$ cat src/rtl/isq_pkg.sv
package isq_pkg;
   typedef enum logic [3:0] {
      S_RST, S_RUN, S_WAI, S_STP, S_PSH_H, S_PSH_L, S_PSH_P, S_VEC_L, S_VEC_H
   } isq_state_e;

   typedef enum logic [1:0] {SRC_RST, SRC_ABT, SRC_NMI, SRC_IRQ} isq_src_e;

   localparam logic [4:0] Q_INT   = 5'b00000;
   localparam logic [4:0] Q_OPC   = 5'b00001;
   localparam logic [4:0] Q_OPR   = 5'b00011;
   localparam logic [4:0] Q_DATA  = 5'b00010;
   localparam logic [4:0] Q_BASE  = 5'b01010;
   localparam logic [4:0] Q_STACK = 5'b00110;
   localparam logic [4:0] Q_ENTRY = 5'b10110;
   localparam logic [4:0] Q_VEC   = 5'b10010;

   function automatic logic [4:0] kind_to_qual(input logic [2:0] kind);
      case (kind)
         3'd1:    return Q_OPC;
         3'd2:    return Q_OPR;
         3'd3:    return Q_DATA;
         3'd4:    return Q_BASE;
         3'd5:    return Q_STACK;
         default: return Q_INT;
      endcase
   endfunction
endpackage

$ cat src/rtl/isq_arbiter.sv
module isq_arbiter
   import isq_pkg::*;
(
   input  logic       clk,
   input  logic       rst_n,
   input  logic       abort_n,
   input  logic       nmi_n,
   input  logic       irq_n,
   input  logic       i_flag,
   input  logic       boundary,
   input  logic       brk_req,
   input  logic       wai_req,
   input  logic       stp_req,
   input  isq_state_e state,
   output logic       go,
   output isq_src_e   go_src,
   output logic       go_wai,
   output logic       go_stp
);
   logic abt_prev, nmi_prev, abt_pend, nmi_pend;
   logic abt_hit, nmi_hit, abt_any, nmi_any, irq_on;

   assign abt_hit = abt_prev & ~abort_n;
   assign nmi_hit = nmi_prev & ~nmi_n;
   assign abt_any = abt_hit | abt_pend;
   assign nmi_any = nmi_hit | nmi_pend;
   assign irq_on  = ~irq_n & ~i_flag;

   always_comb begin
      go     = 1'b0;
      go_src = SRC_IRQ;
      go_wai = 1'b0;
      go_stp = 1'b0;
      case (state)
         S_RUN: begin
            if (abt_any) begin
               go = 1'b1; go_src = SRC_ABT;
            end else if (boundary && nmi_any) begin
               go = 1'b1; go_src = SRC_NMI;
            end else if (boundary && irq_on) begin
               go = 1'b1; go_src = SRC_IRQ;
            end else if (brk_req) begin
               go = 1'b1; go_src = SRC_IRQ;
            end else if (stp_req) begin
               go_stp = 1'b1;
            end else if (wai_req) begin
               go_wai = 1'b1;
            end
         end
         S_WAI: begin
            if (abt_any) begin
               go = 1'b1; go_src = SRC_ABT;
            end else if (nmi_any) begin
               go = 1'b1; go_src = SRC_NMI;
            end else if (irq_on) begin
               go = 1'b1; go_src = SRC_IRQ;
            end
         end
         S_STP: begin
            if (abt_any) begin
               go = 1'b1; go_src = SRC_ABT;
            end
         end
         default: ;
      endcase
   end

   always_ff @(posedge clk or negedge rst_n) begin
      if (!rst_n) begin
         abt_prev <= 1'b1;
         nmi_prev <= 1'b1;
         abt_pend <= 1'b0;
         nmi_pend <= 1'b0;
      end else begin
         abt_prev <= abort_n;
         nmi_prev <= nmi_n;
         abt_pend <= abt_any & ~(go && go_src == SRC_ABT);
         nmi_pend <= nmi_any & ~(go && go_src == SRC_NMI);
      end
   end
endmodule

$ cat src/rtl/isq_fsm.sv
module isq_fsm
   import isq_pkg::*;
#(
   parameter int DATA_W = 8
) (
   input  logic              clk,
   input  logic              rst_n,
   input  logic              go,
   input  isq_src_e          go_src,
   input  logic              go_wai,
   input  logic              go_stp,
   input  logic [DATA_W-1:0] data_in,
   output isq_state_e        state,
   output isq_src_e          src,
   output logic [DATA_W-1:0] vec_lo
);
   isq_state_e state_nx;

   always_comb begin
      state_nx = state;
      case (state)
         S_RST:   state_nx = S_PSH_H;
         S_RUN, S_WAI, S_STP: begin
            if (go)          state_nx = S_PSH_H;
            else if (go_stp) state_nx = S_STP;
            else if (go_wai) state_nx = S_WAI;
         end
         S_PSH_H: state_nx = S_PSH_L;
         S_PSH_L: state_nx = S_PSH_P;
         S_PSH_P: state_nx = S_VEC_L;
         S_VEC_L: state_nx = S_VEC_H;
         S_VEC_H: state_nx = S_RUN;
         default: state_nx = S_RST;
      endcase
   end

   always_ff @(posedge clk or negedge rst_n) begin
      if (!rst_n) begin
         state  <= S_RST;
         src    <= SRC_RST;
         vec_lo <= '0;
      end else begin
         state <= state_nx;
         if (go) src <= go_src;
         if (state == S_VEC_L) vec_lo <= data_in;
      end
   end
endmodule

$ cat src/rtl/isq_busq.sv
module isq_busq
   import isq_pkg::*;
#(
   parameter int                 DATA_W       = 8,
   parameter int                 ADDR_W       = 16,
   parameter logic [DATA_W-1:0]  STACK_PAGE   = 8'h01,
   parameter logic [ADDR_W-1:0]  VEC_RST      = 16'hFFFC,
   parameter logic [ADDR_W-1:0]  VEC_ABT      = 16'hFFF8,
   parameter logic [ADDR_W-1:0]  VEC_NMI      = 16'hFFFA,
   parameter logic [ADDR_W-1:0]  VEC_IRQ      = 16'hFFFE,
   parameter bit                 RESET_WRITES = 1'b0
) (
   input  isq_state_e        state,
   input  isq_src_e          src,
   input  logic [DATA_W-1:0] sp_in,
   input  logic [ADDR_W-1:0] pc_in,
   input  logic [DATA_W-1:0] status_in,
   input  logic [DATA_W-1:0] data_in,
   input  logic [DATA_W-1:0] vec_lo,
   input  logic [2:0]        core_kind,
   input  logic [ADDR_W-1:0] core_addr,
   input  logic              core_we,
   input  logic [DATA_W-1:0] core_wdata,
   output logic [4:0]        qual,
   output logic [ADDR_W-1:0] addr,
   output logic              we,
   output logic [DATA_W-1:0] wdata,
   output logic              set_i,
   output logic              pc_load,
   output logic [ADDR_W-1:0] pc_new,
   output logic              halted
);
   logic              push_we;
   logic [ADDR_W-1:0] vec_base;

   generate
      if (RESET_WRITES) begin : g_rst_wr
         assign push_we = 1'b1;
      end else begin : g_rst_rd
         assign push_we = (src != SRC_RST);
      end
   endgenerate

   always_comb begin
      case (src)
         SRC_RST: vec_base = VEC_RST;
         SRC_ABT: vec_base = VEC_ABT;
         SRC_NMI: vec_base = VEC_NMI;
         default: vec_base = VEC_IRQ;
      endcase
   end

   assign pc_new = {data_in, vec_lo};

   always_comb begin
      qual    = Q_INT;
      addr    = core_addr;
      we      = 1'b0;
      wdata   = core_wdata;
      set_i   = 1'b0;
      pc_load = 1'b0;
      halted  = 1'b0;
      case (state)
         S_RUN: begin
            qual = kind_to_qual(core_kind);
            we   = core_we;
         end
         S_WAI, S_STP: halted = 1'b1;
         S_PSH_H: begin
            qual  = Q_ENTRY;
            addr  = {STACK_PAGE, sp_in};
            we    = push_we;
            wdata = pc_in[ADDR_W-1:DATA_W];
         end
         S_PSH_L: begin
            qual  = Q_ENTRY;
            addr  = {STACK_PAGE, sp_in - DATA_W'(1)};
            we    = push_we;
            wdata = pc_in[DATA_W-1:0];
         end
         S_PSH_P: begin
            qual  = Q_ENTRY;
            addr  = {STACK_PAGE, sp_in - DATA_W'(2)};
            we    = push_we;
            wdata = status_in;
            set_i = 1'b1;
         end
         S_VEC_L: begin
            qual = Q_VEC;
            addr = vec_base;
         end
         S_VEC_H: begin
            qual    = Q_VEC;
            addr    = vec_base | ADDR_W'(1);
            pc_load = 1'b1;
         end
         default: ;
      endcase
   end
endmodule

$ cat src/rtl/irq_halt_sequencer.sv
module irq_halt_sequencer
   import isq_pkg::*;
#(
   parameter int                 DATA_W       = 8,
   parameter int                 ADDR_W       = 16,
   parameter logic [DATA_W-1:0]  STACK_PAGE   = 8'h01,
   parameter logic [ADDR_W-1:0]  VEC_RST      = 16'hFFFC,
   parameter logic [ADDR_W-1:0]  VEC_ABT      = 16'hFFF8,
   parameter logic [ADDR_W-1:0]  VEC_NMI      = 16'hFFFA,
   parameter logic [ADDR_W-1:0]  VEC_IRQ      = 16'hFFFE,
   parameter bit                 RESET_WRITES = 1'b0
) (
   input  logic              clk,
   input  logic              rst_n,
   input  logic              irq_n,
   input  logic              nmi_n,
   input  logic              abort_n,
   input  logic              i_flag,
   input  logic              boundary,
   input  logic              brk_req,
   input  logic              wai_req,
   input  logic              stp_req,
   input  logic [DATA_W-1:0] sp_in,
   input  logic [ADDR_W-1:0] pc_in,
   input  logic [DATA_W-1:0] status_in,
   input  logic [DATA_W-1:0] data_in,
   input  logic [2:0]        core_kind,
   input  logic [ADDR_W-1:0] core_addr,
   input  logic              core_we,
   input  logic [DATA_W-1:0] core_wdata,
   output logic [4:0]        qual,
   output logic [ADDR_W-1:0] addr,
   output logic              we,
   output logic [DATA_W-1:0] wdata,
   output logic              set_i,
   output logic              pc_load,
   output logic [ADDR_W-1:0] pc_new,
   output logic              halted
);
   generate
      if (ADDR_W != 2 * DATA_W) begin : g_bad_width
         $error("irq_halt_sequencer: ADDR_W must be twice DATA_W");
      end
      if (VEC_RST[0] || VEC_ABT[0] || VEC_NMI[0] || VEC_IRQ[0]) begin : g_bad_vec
         $error("irq_halt_sequencer: vectors must be even");
      end
   endgenerate

   isq_state_e        state;
   isq_src_e          src, go_src;
   logic              go, go_wai, go_stp;
   logic [DATA_W-1:0] vec_lo;

   isq_arbiter u_arb (
      .clk(clk), .rst_n(rst_n), .abort_n(abort_n), .nmi_n(nmi_n),
      .irq_n(irq_n), .i_flag(i_flag), .boundary(boundary),
      .brk_req(brk_req), .wai_req(wai_req), .stp_req(stp_req),
      .state(state), .go(go), .go_src(go_src), .go_wai(go_wai),
      .go_stp(go_stp)
   );

   isq_fsm #(.DATA_W(DATA_W)) u_fsm (
      .clk(clk), .rst_n(rst_n), .go(go), .go_src(go_src),
      .go_wai(go_wai), .go_stp(go_stp), .data_in(data_in),
      .state(state), .src(src), .vec_lo(vec_lo)
   );

   isq_busq #(
      .DATA_W(DATA_W), .ADDR_W(ADDR_W), .STACK_PAGE(STACK_PAGE),
      .VEC_RST(VEC_RST), .VEC_ABT(VEC_ABT), .VEC_NMI(VEC_NMI),
      .VEC_IRQ(VEC_IRQ), .RESET_WRITES(RESET_WRITES)
   ) u_busq (
      .state(state), .src(src), .sp_in(sp_in), .pc_in(pc_in),
      .status_in(status_in), .data_in(data_in), .vec_lo(vec_lo),
      .core_kind(core_kind), .core_addr(core_addr), .core_we(core_we),
      .core_wdata(core_wdata), .qual(qual), .addr(addr), .we(we),
      .wdata(wdata), .set_i(set_i), .pc_load(pc_load), .pc_new(pc_new),
      .halted(halted)
   );
endmodule

$ cat config.mk
export PLATFORM = sky130hd
export DESIGN_NAME = irq_halt_sequencer
export DESIGN_NICKNAME = d
export VERILOG_FILES = /design/src/rtl/isq_pkg.sv /design/src/rtl/isq_arbiter.sv /design/src/rtl/isq_fsm.sv /design/src/rtl/isq_busq.sv /design/src/rtl/irq_halt_sequencer.sv
export SDC_FILE = /design/constraint.sdc
export NUM_CORES = 1
export LEC_CHECK = 0
export BUFFER_PORTS_ARGS = -buffer_cell sky130_fd_sc_hd__buf_2
export CAP_MARGIN = 30
export CORE_MARGIN = 4
export CORE_UTILIZATION = 43
export DETAILED_ROUTE_END_ITERATION = 10
export HOLD_SLACK_MARGIN = 0.15
export PLACE_DENSITY = 0.8
export SYNTH_ARGS = -nofsm -noshare
export SYNTH_HDL_FRONTEND = slang
export SYNTH_HIERARCHICAL = 1
export SYNTH_SLANG_ARGS = --single-unit
$ cat constraint.sdc
create_clock -name clk -period 2.8 [get_ports clk]
set_input_delay 0.56 -clock clk [delete_from_list [all_inputs] [get_ports clk]]
set_output_delay 0.56 -clock clk [all_outputs]
set_load 0.03 [all_outputs]
==> flow_summary.json <==
{
  "combinationalPowerShare": 0.789,
  "async_flop_share": 1.00,
  "synth_flop_cell": "dfrtp_1",
  "synth_warnings": 6,
  "final_slew_viol_count": 0,
  "route.final.wire_length_um": 5580,
  "detail_route.wl_per_cell_um": 13.8,
  "p_leak_uw": 0.00141,
  "cp_top_family": "simple AND/OR/NAND/NOR gates",
  "yosys_register_bits": 18,
  "die-area_mm2": 0.00575,
  "endpoint_kind": "primary output",
  "cts.sink_count": 18,
  "netlist.area_leader.share": 0.203,
  "switching_power_uw": 1870,
  "via_count": 2187,
  "synthTopCellsByCount": "nor2_1, buf_4, o21ai_0",
  "path_clk_slew_ns": 0.07,
  "drc_errors": 0,
  "postRouteAntennaNets": 0,
  "drive_above_1_share": 0.467,
  "syn2layout_area_growth_pct": 33.2,
  "start_util": 0.448,
  "tightestPinTransition_ns": 0.551,
  "vdd_drop_max_uv": 591,
  "synth_cells": 239,
  "syn_nets": 322,
  "cap_viol_max_count": 0,
  "core-area_mm2": 0.00441,
  "number_of_global_route_vias_before_repair": 2044,
  "crit_chain": "nor3b_1, o211ai_2, or4_1, a31oi_1, buf_2",
  "place_congestion": 0.871,
  "arrival_ns": 2.06,
  "post-synth-top-area-cell": "dfrtp_1",
  "hpwl_after_detailed_placement_um": 4510,
  "rows": 24,
  "critPathKind": "reg -> out",
  "ctsLongestPathBuffers": 2,
  "vias_per_cell": 5.40,
  "ctsResizeCount": 0,
  "final_antenna_diode_count": 0,
  "power_report.internal_total_uw": 1490,
  "syn_area_mm2": 0.00198,
  "layout.nets": 437,
  "placement.io_buffers": 126,
  "power_uw": 3360,
  "cts_setup_buffers": 0,
  "outcome": "finished clean",
  "synth_edf_count": 0,
  "die_h_um": 75.8,
  "largest_net_degree_at_the_start_of_global_routing": 24,
  "min_period_over_period": 0.937,
  "startpoint_type": "register",
  "synth_most_common_cell": "nor2_1",
  "crit_buf_inv": 1,
  "clkLatencyLatePin_ns": 0.25,
  "cts_tree": "built",
  "cp_data_required_time_ns": 2.24,
  "slowest_delay_ns": 0.61,
  "drtPass1Iterations": 4,
  "postSynthAreaPerCell_um2": 8.27,
  "io-pin-count": 127,
  "h_tree_lvls": 1,
  "cts.root.buffer_cell": "clkbuf_8",
  "detail_route.iter0.violations": 81,
  "tritoncts.num_buffers": 3,
  "power.sequential.fraction": 0.149,
  "overflow_left_after_global_routing": 0,
  "post-route-min-period_ns": 2.62,
  "grt.total_usage": 0.184,
  "rsz0062_at_grt": "no",
  "clock_power_share": 0.061,
  "worstPathMaxFanout": 13,
  "finalClockSkew_ns": 0.00602,
  "fmax_mhz": 381,
  "powerDensity_mw_per_mm2": 1280,
  "hold_buffers": 0,
  "finalHoldViolCount": 0,
  "crit_path_top_delay_cell": "dfrtp_1",
  "final-setup-viol-count": 0,
  "switching_share_of_power": 0.558,
  "yosys.cell_types.count": 57,
  "dieWidth_um": 75.8,
  "slew-limit-headroom": 0.633,
  "synth_seq_area_share": 0.229,
  "grt_pass1_wl_um": 8480,
  "antenna_found_initial": 0,
  "synth.area.top_cells": "dfrtp_1, buf_4, mux2_4",
  "holdCritPathClass": "in -> async",
  "setup-tns-final_ns": 0
}
state kept, by name, indices dropped and copies added, names as in the netlist:
signal / flops
u_fsm/vec_lo: 8
u_fsm/state: 4
u_fsm/src: 2
u_arb/abt_pend: 1
u_arb/abt_prev: 1
u_arb/nmi_pend: 1
u_arb/nmi_prev: 1
worst reg2reg max path, stage by stage, from the launching register on:
cell	delay, ns
dfrtp_1	0.61
buf_4	0.32
nor2_1	0.06
nor2_1	0.14
a21boi_0	0.19
buf_4	0.16
nor2_1	0.06
a21o_2	0.18
a221oi_1	0.24
cell families after synthesis:
logic type / Yosys count / share of synthesized area
AO/OA/AOI/OAI: 76 / 0.270
XOR/XNOR: 3 / 0.0133
flip-flops: 18 / 0.229
multiplexers: 13 / 0.0873
buffers and inverters: 39 / 0.119
adder cells (fa/ha/maj): 5 / 0.0316
AND/OR/NAND/NOR: 85 / 0.249
power groups by stage:
| stage | sequential (uW) | combinational, uW | clock, uW |
|---|---|---|---|
| after detailed placement | 505 | 2660 | 0 |
| after CTS | 504 | 2670 | 215 |
| final | 501 | 2650 | 206 |
| after global routing | 526 | 2880 | 228 |
| after floorplan | 493 | 2070 | 0 |
| after global placement | 501 | 2620 | 0 |
per-layer routing:
layer	routed length (um)	up-vias	GRT usage
li1	-	1079	-
met1	2110	1000	0.194
met2	2820	100	0.372
met3	575	8	0.0211
met4	72	0	0.0563
met5	0	-	0
worst paths after layout:
kind,start,to,slack (ns),cells past startpoint
worst max-delay path,u_fsm/state[1],addr[6],0.18,5
worst min-delay path,rst_n,u_arb/nmi_pend,0.22,1
worst max register to register,u_fsm/state[1],u_fsm/state[2],0.74,8
worst min register to register,u_fsm/vec_lo[1],u_fsm/vec_lo[1],0.51,1
max in group asynchronous,rst_n,u_arb/abt_prev,2.27,1
min in group clk,abort_n,u_arb/abt_prev,0.41,1
final cells by class:
cell class | count | area [um2]
Multi-Input combinational cell | 182 | 1290
Sequential cell | 18 | 453
Tap cell | 52 | 65.1
Fill cell | 427 | 1780
Clock buffer | 4 | 55.1
Inverter | 10 | 37.5
Timing Repair Buffer | 139 | 728
stage by stage:
stage / worst slack, ns / cell area [um2] / std cells / hold WS (ns) / util
floorplan: 0.0106 / 1980 / 239 / 0.264 / -
global placement: 0.225 / 2580 / 401 / 0.490 / 0.584
detailed placement: 0.232 / 2580 / 401 / 0.486 / 0.584
CTS: 0.158 / 2630 / 405 / 0.231 / 0.597
global route: 0.0145 / 2630 / 405 / 0.247 / 0.597
finish: 0.176 / 2630 / 405 / 0.221 / 0.597
cell usage in the layout, fill, tap and decap left out, types with 2 or more instances in the layout:
cell type | Yosys | final
o22a_1 | 2 | 2
and3b_1 | 2 | 2
nor4b_1 | 2 | 2
and4_1 | 2 | 2
nor3b_1 | 3 | 3
dfstp_2 | 2 | 2
or3_1 | 2 | 2
a21oi_1 | 7 | 7
xor2_1 | 2 | 2
and2b_1 | 4 | 4
dfrtp_1 | 16 | 16
a31oi_1 | 12 | 12
nor2b_1 | 11 | 11
or2_1 | 2 | 2
a21o_1 | 10 | 10
o21ai_0 | 17 | 17
a2bb2oi_1 | 8 | 8
inv_1 | 10 | 10
o31ai_1 | 3 | 3
mux2i_1 | 3 | 3
nor3_1 | 6 | 6
buf_2 | 8 | 126
nand2_1 | 14 | 14
nor2_1 | 20 | 20
o32ai_1 | 2 | 2
buf_4 | 17 | 13
clkbuf_8 | 0 | 4
ha_1 | 5 | 5
nand2b_1 | 7 | 7
mux2_4 | 8 | 8
mux2_2 | 2 | 2
No activity file was read; power rests on OpenSTA's default activity.
